$ cat config.mk
export PLATFORM = sky130hd
export DESIGN_NAME = spi_ctl
export DESIGN_NICKNAME = d
export VERILOG_FILES = /design/src/rtl/spi_pkg.sv /design/src/rtl/spi_clkdiv.sv /design/src/rtl/spi_engine.sv /design/src/rtl/spi_ctl.sv
export SDC_FILE = /design/constraint.sdc
export NUM_CORES = 1
export LEC_CHECK = 0
export ABC_AREA = 1
export BUFFER_PORTS_ARGS = -buffer_cell sky130_fd_sc_hd__buf_2
export CAP_MARGIN = 20
export CORE_AREA = 10 10 110 121
export CTS_BUF_LIST = sky130_fd_sc_hd__clkbuf_4
export DETAILED_ROUTE_END_ITERATION = 8
export DIE_AREA = 0 0 120 131
export PLACE_DENSITY = 0.43
export SETUP_SLACK_MARGIN = 0.05
export SYNTH_ARGS = -nofsm -noshare
export SYNTH_HDL_FRONTEND = slang
export SYNTH_SLANG_ARGS = --single-unit
$ cat constraint.sdc
create_clock -name clk -period 1.8 [get_ports clk]
set_input_delay 0 -clock clk [delete_from_list [all_inputs] [get_ports clk]]
set_output_delay 0 -clock clk [all_outputs]
set_load 0.005 [all_outputs]
$ cat src/rtl/spi_pkg.sv
package spi_pkg;

    typedef enum logic [1:0] {
        ST_IDLE,
        ST_LOW,
        ST_HIGH
    } eng_state_e;

    localparam logic [1:0] ADDR_CTRL = 2'd0;
    localparam logic [1:0] ADDR_STAT = 2'd1;
    localparam logic [1:0] ADDR_DATA = 2'd2;

    // status register bit positions
    localparam int SB_MODFEN = 2;
    localparam int SB_ERRIE  = 3;
    localparam int SB_OVR    = 5;
    localparam int SB_MODF   = 6;

endpackage

$ cat src/rtl/spi_clkdiv.sv
module spi_clkdiv #(
    parameter int CNT_W = 7
) (
    input  logic       clk,
    input  logic       rst_n,
    input  logic       hold,
    input  logic       run,
    input  logic [1:0] rate,
    output logic       tick
);
    logic [CNT_W-1:0] cnt_q;
    logic [CNT_W-1:0] limit;

    // half period = 4^rate bus clocks
    assign limit = CNT_W'(1) << {rate, 1'b0};
    assign tick  = run && (cnt_q == limit - CNT_W'(1));

    always_ff @(posedge clk or negedge rst_n) begin
        if (!rst_n) begin
            cnt_q <= '0;
        end else if (!hold) begin
            if (!run || tick) cnt_q <= '0;
            else              cnt_q <= cnt_q + CNT_W'(1);
        end
    end
endmodule

$ cat src/rtl/spi_engine.sv
module spi_engine
    import spi_pkg::*;
#(
    parameter int DATA_W = 8
) (
    input  logic              clk,
    input  logic              rst_n,
    input  logic              hold,
    input  logic              en,
    input  logic              master,
    input  logic              tick,
    input  logic              sck_in,
    input  logic              mosi_in,
    input  logic              miso_in,
    input  logic              ss_n,
    input  logic              tx_valid,
    input  logic [DATA_W-1:0] tx_byte,
    output logic              tx_take,
    output logic              done,
    output logic              busy,
    output logic              sck_out,
    output logic              ser_out,
    output logic [DATA_W-1:0] rx_byte
);
    localparam int CW = (DATA_W > 1) ? $clog2(DATA_W) : 1;
    localparam logic [CW-1:0] LAST = CW'(DATA_W - 1);

    eng_state_e state_q, state_d;
    logic [DATA_W-1:0] shreg_q;
    logic [CW-1:0]     bit_q;
    logic              samp_q, sck_prev_q;
    logic              slave_live, edge_in, edge_out, start;

    assign slave_live = ~master & ~ss_n;
    assign edge_in    = master ? tick : (sck_in & ~sck_prev_q & slave_live);
    assign edge_out   = master ? tick : (~sck_in & sck_prev_q & slave_live);
    assign start      = master ? tx_valid : ~ss_n;

    always_comb begin
        state_d = state_q;
        if (!hold) begin
            if (!en) begin
                state_d = ST_IDLE;
            end else begin
                unique case (state_q)
                    ST_IDLE: if (start) state_d = ST_LOW;
                    ST_LOW: begin
                        if (!master && ss_n) state_d = ST_IDLE;
                        else if (edge_in)    state_d = ST_HIGH;
                    end
                    ST_HIGH: begin
                        if (!master && ss_n) state_d = ST_IDLE;
                        else if (edge_out)   state_d = (bit_q == LAST) ? ST_IDLE : ST_LOW;
                    end
                    default: state_d = ST_IDLE;
                endcase
            end
        end
    end

    always_ff @(posedge clk or negedge rst_n) begin
        if (!rst_n) state_q <= ST_IDLE;
        else        state_q <= state_d;
    end

    always_ff @(posedge clk or negedge rst_n) begin
        if (!rst_n) begin
            shreg_q    <= '0;
            bit_q      <= '0;
            samp_q     <= 1'b0;
            sck_prev_q <= 1'b0;
        end else if (!hold) begin
            sck_prev_q <= sck_in;
            if (!en) begin
                shreg_q <= '0;
                bit_q   <= '0;
                samp_q  <= 1'b0;
            end else if (state_q == ST_IDLE && state_d == ST_LOW) begin
                shreg_q <= tx_valid ? tx_byte : '0;
                bit_q   <= '0;
            end else if (state_q == ST_LOW && state_d == ST_HIGH) begin
                samp_q <= master ? miso_in : mosi_in;
            end else if (state_q == ST_HIGH && edge_out) begin
                shreg_q <= {shreg_q[DATA_W-2:0], samp_q};
                bit_q   <= bit_q + CW'(1);
            end
        end
    end

    always_comb begin
        tx_take = !hold && en && state_q == ST_IDLE && state_d == ST_LOW && tx_valid;
        done    = !hold && en && state_q == ST_HIGH && edge_out && bit_q == LAST;
        busy    = state_q != ST_IDLE;
        sck_out = master && state_q == ST_HIGH;
        ser_out = shreg_q[DATA_W-1];
        rx_byte = {shreg_q[DATA_W-2:0], samp_q};
    end
endmodule

$ cat src/rtl/spi_ctl.sv
module spi_ctl
    import spi_pkg::*;
#(
    parameter int DATA_W = 8,
    parameter int DIV_W  = 7
) (
    input  logic              clk,
    input  logic              rst_n,
    input  logic              stop,
    input  logic [1:0]        addr,
    input  logic              wr_en,
    input  logic              rd_en,
    input  logic [DATA_W-1:0] wdata,
    output logic [DATA_W-1:0] rdata,
    input  logic              sck_in,
    output logic              sck_out,
    input  logic              mosi_in,
    output logic              mosi_out,
    input  logic              miso_in,
    output logic              miso_out,
    input  logic              ss_n,
    output logic              pins_owned,
    output logic              irq_rx,
    output logic              irq_err
);
    logic              en_q, master_q, rxie_q;
    logic [1:0]        rate_q;
    logic              modfen_q, errie_q;
    logic              rx_full_q, ovr_q, modf_q, tx_empty_q;
    logic [DATA_W-1:0] txbuf_q, rxbuf_q, rx_byte;
    logic              tick, tx_take, done, busy, eng_sck, ser_out;
    logic              modf_hit, wr_ctrl, wr_stat, wr_data, rd_data;

    assign wr_ctrl  = wr_en && addr == ADDR_CTRL;
    assign wr_stat  = wr_en && addr == ADDR_STAT;
    assign wr_data  = wr_en && addr == ADDR_DATA;
    assign rd_data  = rd_en && addr == ADDR_DATA;
    assign modf_hit = en_q && master_q && modfen_q && !ss_n;

    spi_clkdiv #(.CNT_W(DIV_W)) u_div (
        .clk(clk), .rst_n(rst_n), .hold(stop),
        .run(busy && master_q && en_q), .rate(rate_q), .tick(tick)
    );

    spi_engine #(.DATA_W(DATA_W)) u_eng (
        .clk(clk), .rst_n(rst_n), .hold(stop), .en(en_q), .master(master_q),
        .tick(tick), .sck_in(sck_in), .mosi_in(mosi_in), .miso_in(miso_in),
        .ss_n(ss_n), .tx_valid(!tx_empty_q), .tx_byte(txbuf_q),
        .tx_take(tx_take), .done(done), .busy(busy), .sck_out(eng_sck),
        .ser_out(ser_out), .rx_byte(rx_byte)
    );

    always_ff @(posedge clk or negedge rst_n) begin
        if (!rst_n) begin
            en_q       <= 1'b0;
            master_q   <= 1'b0;
            rxie_q     <= 1'b0;
            rate_q     <= 2'd0;
            modfen_q   <= 1'b0;
            errie_q    <= 1'b0;
            rx_full_q  <= 1'b0;
            ovr_q      <= 1'b0;
            modf_q     <= 1'b0;
            tx_empty_q <= 1'b1;
            txbuf_q    <= '0;
            rxbuf_q    <= '0;
        end else if (!stop) begin
            if (wr_ctrl) begin
                en_q     <= wdata[0];
                master_q <= wdata[1];
                rxie_q   <= wdata[2];
            end
            if (wr_stat) begin
                rate_q   <= wdata[1:0];
                modfen_q <= wdata[SB_MODFEN];
                errie_q  <= wdata[SB_ERRIE];
                if (wdata[SB_OVR])  ovr_q  <= 1'b0;
                if (wdata[SB_MODF]) modf_q <= 1'b0;
            end
            if (modf_hit) begin
                modf_q <= 1'b1;
                en_q   <= 1'b0;
            end
            if (wr_data) txbuf_q <= wdata;
            if (!en_q)        tx_empty_q <= 1'b1;
            else if (wr_data) tx_empty_q <= 1'b0;
            else if (tx_take) tx_empty_q <= 1'b1;
            if (done) begin
                if (rx_full_q) begin
                    ovr_q <= 1'b1;
                end else begin
                    rxbuf_q   <= rx_byte;
                    rx_full_q <= 1'b1;
                end
            end else if (rd_data) begin
                rx_full_q <= 1'b0;
            end
        end
    end

    always_comb begin
        rdata = '0;
        unique case (addr)
            ADDR_CTRL: rdata[7:0] = {5'b0, rxie_q, master_q, en_q};
            ADDR_STAT: rdata[7:0] = {tx_empty_q, modf_q, ovr_q, rx_full_q,
                                     errie_q, modfen_q, rate_q};
            ADDR_DATA: rdata = rxbuf_q;
            default:   rdata = '0;
        endcase
        sck_out    = en_q && eng_sck;
        mosi_out   = en_q && master_q && ser_out;
        miso_out   = en_q && !master_q && !ss_n && ser_out;
        pins_owned = en_q;
        irq_rx     = rx_full_q && rxie_q;
        irq_err    = errie_q && (ovr_q || modf_q);
    end
endmodule

==> metrics.txt <==
Final period util 107%; global route overflow 0; Final Setup Violations 20; Placed Cells roughly 520; CTS tree done; Clock transition at path regs 170 ps; global-route wire length before repair around 13 mm; Residual DRC 0; Via density about 4.4; peak supply drop 0.000328 V; final setup margin -122 ps; Final Net Count 423; Syn Inst Count 328; min cycle time layout 1920 ps; final wirelength 7.92 mm; initial DRC count between 100 and 150; Slew HR 48.9%; crit-path max FO 5; Vias around 2400; Synth warnings 0; critical path class reg2reg; Top FF cell, synth dfrtp_1; First-pass DRT Iterations 4; leading post-synthesis cells by cell area dfrtp_1 45%, nand2_1 13%, o21ai_0 5.5%, inv_1 5.0%, mux2_2 3.8%; RSZ-0062 raised after global routing yes; total track usage 10.3%; Mean Syn Cell Area 8.08 um^2; Comb power frac 35.8%; fin util 31.5%; area leader, netlist dfrtp_1; Slew Limit Fails 0; Net Sw Frac 38.2%; total power 0.00341 W; setup tns final -1690 ps; FMAX 520 MHz; Final Wtd Congestion 0.802; Initial Utilization about a quarter; power density cells 995 nW/um^2; Int Pwr 0.00211 W; core box area 10900 um^2; Filler Cells Inserted 1202; largest net degree at the start of global routing 25; net switching power figure 0.00130 W; Cell Area, Synth 2650 um^2; WL per Instance 14.4 um; share of power burned in registers 43.8%; die area 15700 um^2; die width 120 um; Routed Antenna Nets 0; row count 40; top-count cell post-synth nand2_1; clk buf depth 2; Num CTS Buffers 5; Clk pwr share 20.5%; fraction of layout cells with a size suffix above 1 27.9%; top cell type's share of synthesized area a little under half; Netlist cell types 32; clock skew 22.7 ps; die height approximately 130 um; initial antenna violation count 1; worst hold margin 42.9 ps; post-synthesis sequential area ratio 46.3%; Hold Path Class in2reg; Clock Latency Late Sink 380 ps; leakage power ~1.7 nW; Fin. Hold Viols 0; Least-Margin Pin Slew 760 ps; TritonCTS Sinks 49; Finished Layout Cells 550; dpl hpwl a little under 6 mm; Syn Nets 350; Critical Path RT 2080 ps; CP endpoint kind register; CP arrival 2200 ps; Max Cap Viol 0; failing checks negative setup slack; Synth top cells by count 92 x nand2_1, 48 x dfrtp_1, 35 x inv_1; vias in the first global route 2427; Critical Path Source Type register; CTS H-tree depth 2; Port Buf Inserts 32; Root Driver clkbuf_4; Ports 33; status complete, but fails checks; Yosys reg bits between 40 and 50; ys async rst share between 90% and 100%; Area growth syn-to-layout 29.3%; Post-synth EDFFs 0
per-stage QoR:
| step | cell area [um^2] | setup WS, ps |
|---|---|---|
| floorplan | 2650 | 73.0 |
| global placement | 3110 | -162 |
| detailed placement | 3110 | -190 |
| CTS | 3370 | -74.4 |
| global route | 3430 | -276 |
| finish | 3430 | -122 |
power by group through the flow:
stage	logic [W]	registers [W]	clock network, W
floorplan	0.000757	0.00146	0
detailed placement	0.00112	0.00152	0
global placement	0.00112	0.00151	0
finish	0.00122	0.00149	0.000697
global route	0.00137	0.00152	0.000773
CTS	0.00121	0.00149	0.000721
kinds of logic after synthesis:
kind of cell / Yosys count / share of synthesized area [%]
simple gates: 172 / 29.2
flops: 49 / 46.3
buf+inv: 46 / 8.12
compound gates: 45 / 9.78
mux: 9 / 3.83
xor+xnor: 4 / 1.32
fa+ha+maj: 3 / 1.42
placed cells by master (no fill, tap or decap):
cell / instances
nor3_1: 4
nand4_1: 8
clkbuf_4: 5
a21oi_1: 5
a21boi_0: 1
nand3_1: 17
ha_1: 3
bufinv_16: 1
nor4_1: 3
dfrtp_2: 1
buf_12: 1
nand2_2: 14
nor2_2: 3
nand3_2: 4
diode_2: 1
a211oi_1: 1
o21ai_2: 3
a21oi_4: 1
dfstp_2: 1
buf_2: 32
inv_1: 35
nand2_1: 90
nand2_4: 4
nand2_8: 1
clkinv_1: 1
a21oi_2: 1
nor3_4: 1
xnor2_1: 1
dlygate4sd3_1: 12
xor2_1: 3
buf_4: 29
o21ai_1: 3
mux2_2: 9
nor2_1: 25
o21ai_0: 27
o21bai_1: 1
o211ai_1: 3
dfrtp_1: 47
inv_8: 1
metal layers:
metal | GRT usage [%] | wire length (um)
met2 | 16.5 | 3660
met1 | 13.6 | 3900
met4 | 3.05 | 77
met3 | 2.06 | 276
met5 | 0 | 0
state kept, by name, indices dropped and copies added (netlist names):
register	count
errie_q	1
master_q	1
modf_q	1
modfen_q	1
ovr_q	1
pins_owned	1
rate_q	2
rx_full_q	1
rxbuf_q	8
rxie_q	1
tx_empty_q	1
txbuf_q	8
u_div.cnt_q	7
u_eng.bit_q	3
u_eng.samp_q	1
u_eng.sck_prev_q	1
u_eng.shreg_q	8
u_eng.state_q	2
worst max-delay path, cell delays in order, from the launching register on:
cell and delay (ps):
dfrtp_1 460, o21ai_1 140, nand2_1 70, nor2_2 110, nand3_2 130, nand2_2 120
nand2_1 90, nor3_4 270, nand2_4 120, mux2_2 290
worst paths after layout:
kind                                 start          to  slack (ps)  depth (start not counted)
worst max-delay path             rate_q[0]  rxbuf_q[3]        -120                          9
worst min-delay path                  ss_n      modf_q          40                          3
worst max register to register   rate_q[0]  rxbuf_q[3]        -120                          9
worst min register to register  tx_empty_q  tx_empty_q         480                          2
max in group asynchronous            rst_n   rate_q[1]         980                          3
min in group asynchronous            rst_n  txbuf_q[3]         120                          2
repair_timing:
item / CTS / global route
hold endpoints to repair: 41 / 0
hold buffers: 12 / 0
endpoints found under the setup margin: 20 / 25
cloned: 3 / 0
setup buffers: 1 / 4
gates resized for setup: 4 / 9
pin swaps: 2 / 2
layout make-up:
| class | instances | area (um^2) | share of cell area (%) |
|---|---|---|---|
| Clock buffer | 5 | 37.5 | 1.10 |
| Antenna cell | 1 | 2.50 | 0.0730 |
| Timing Repair Buffer | 74 | 518 | 15.1 |
| Inverter | 35 | 131 | 3.83 |
| Tap cell | 147 | 184 | 5.37 |
| Multi-Input combinational cell | 236 | 1280 | 37.3 |
| Sequential cell | 49 | 1230 | 35.9 |
| Clock inverter | 3 | 45.0 | 1.31 |
(Power assumes the default switching activity.)
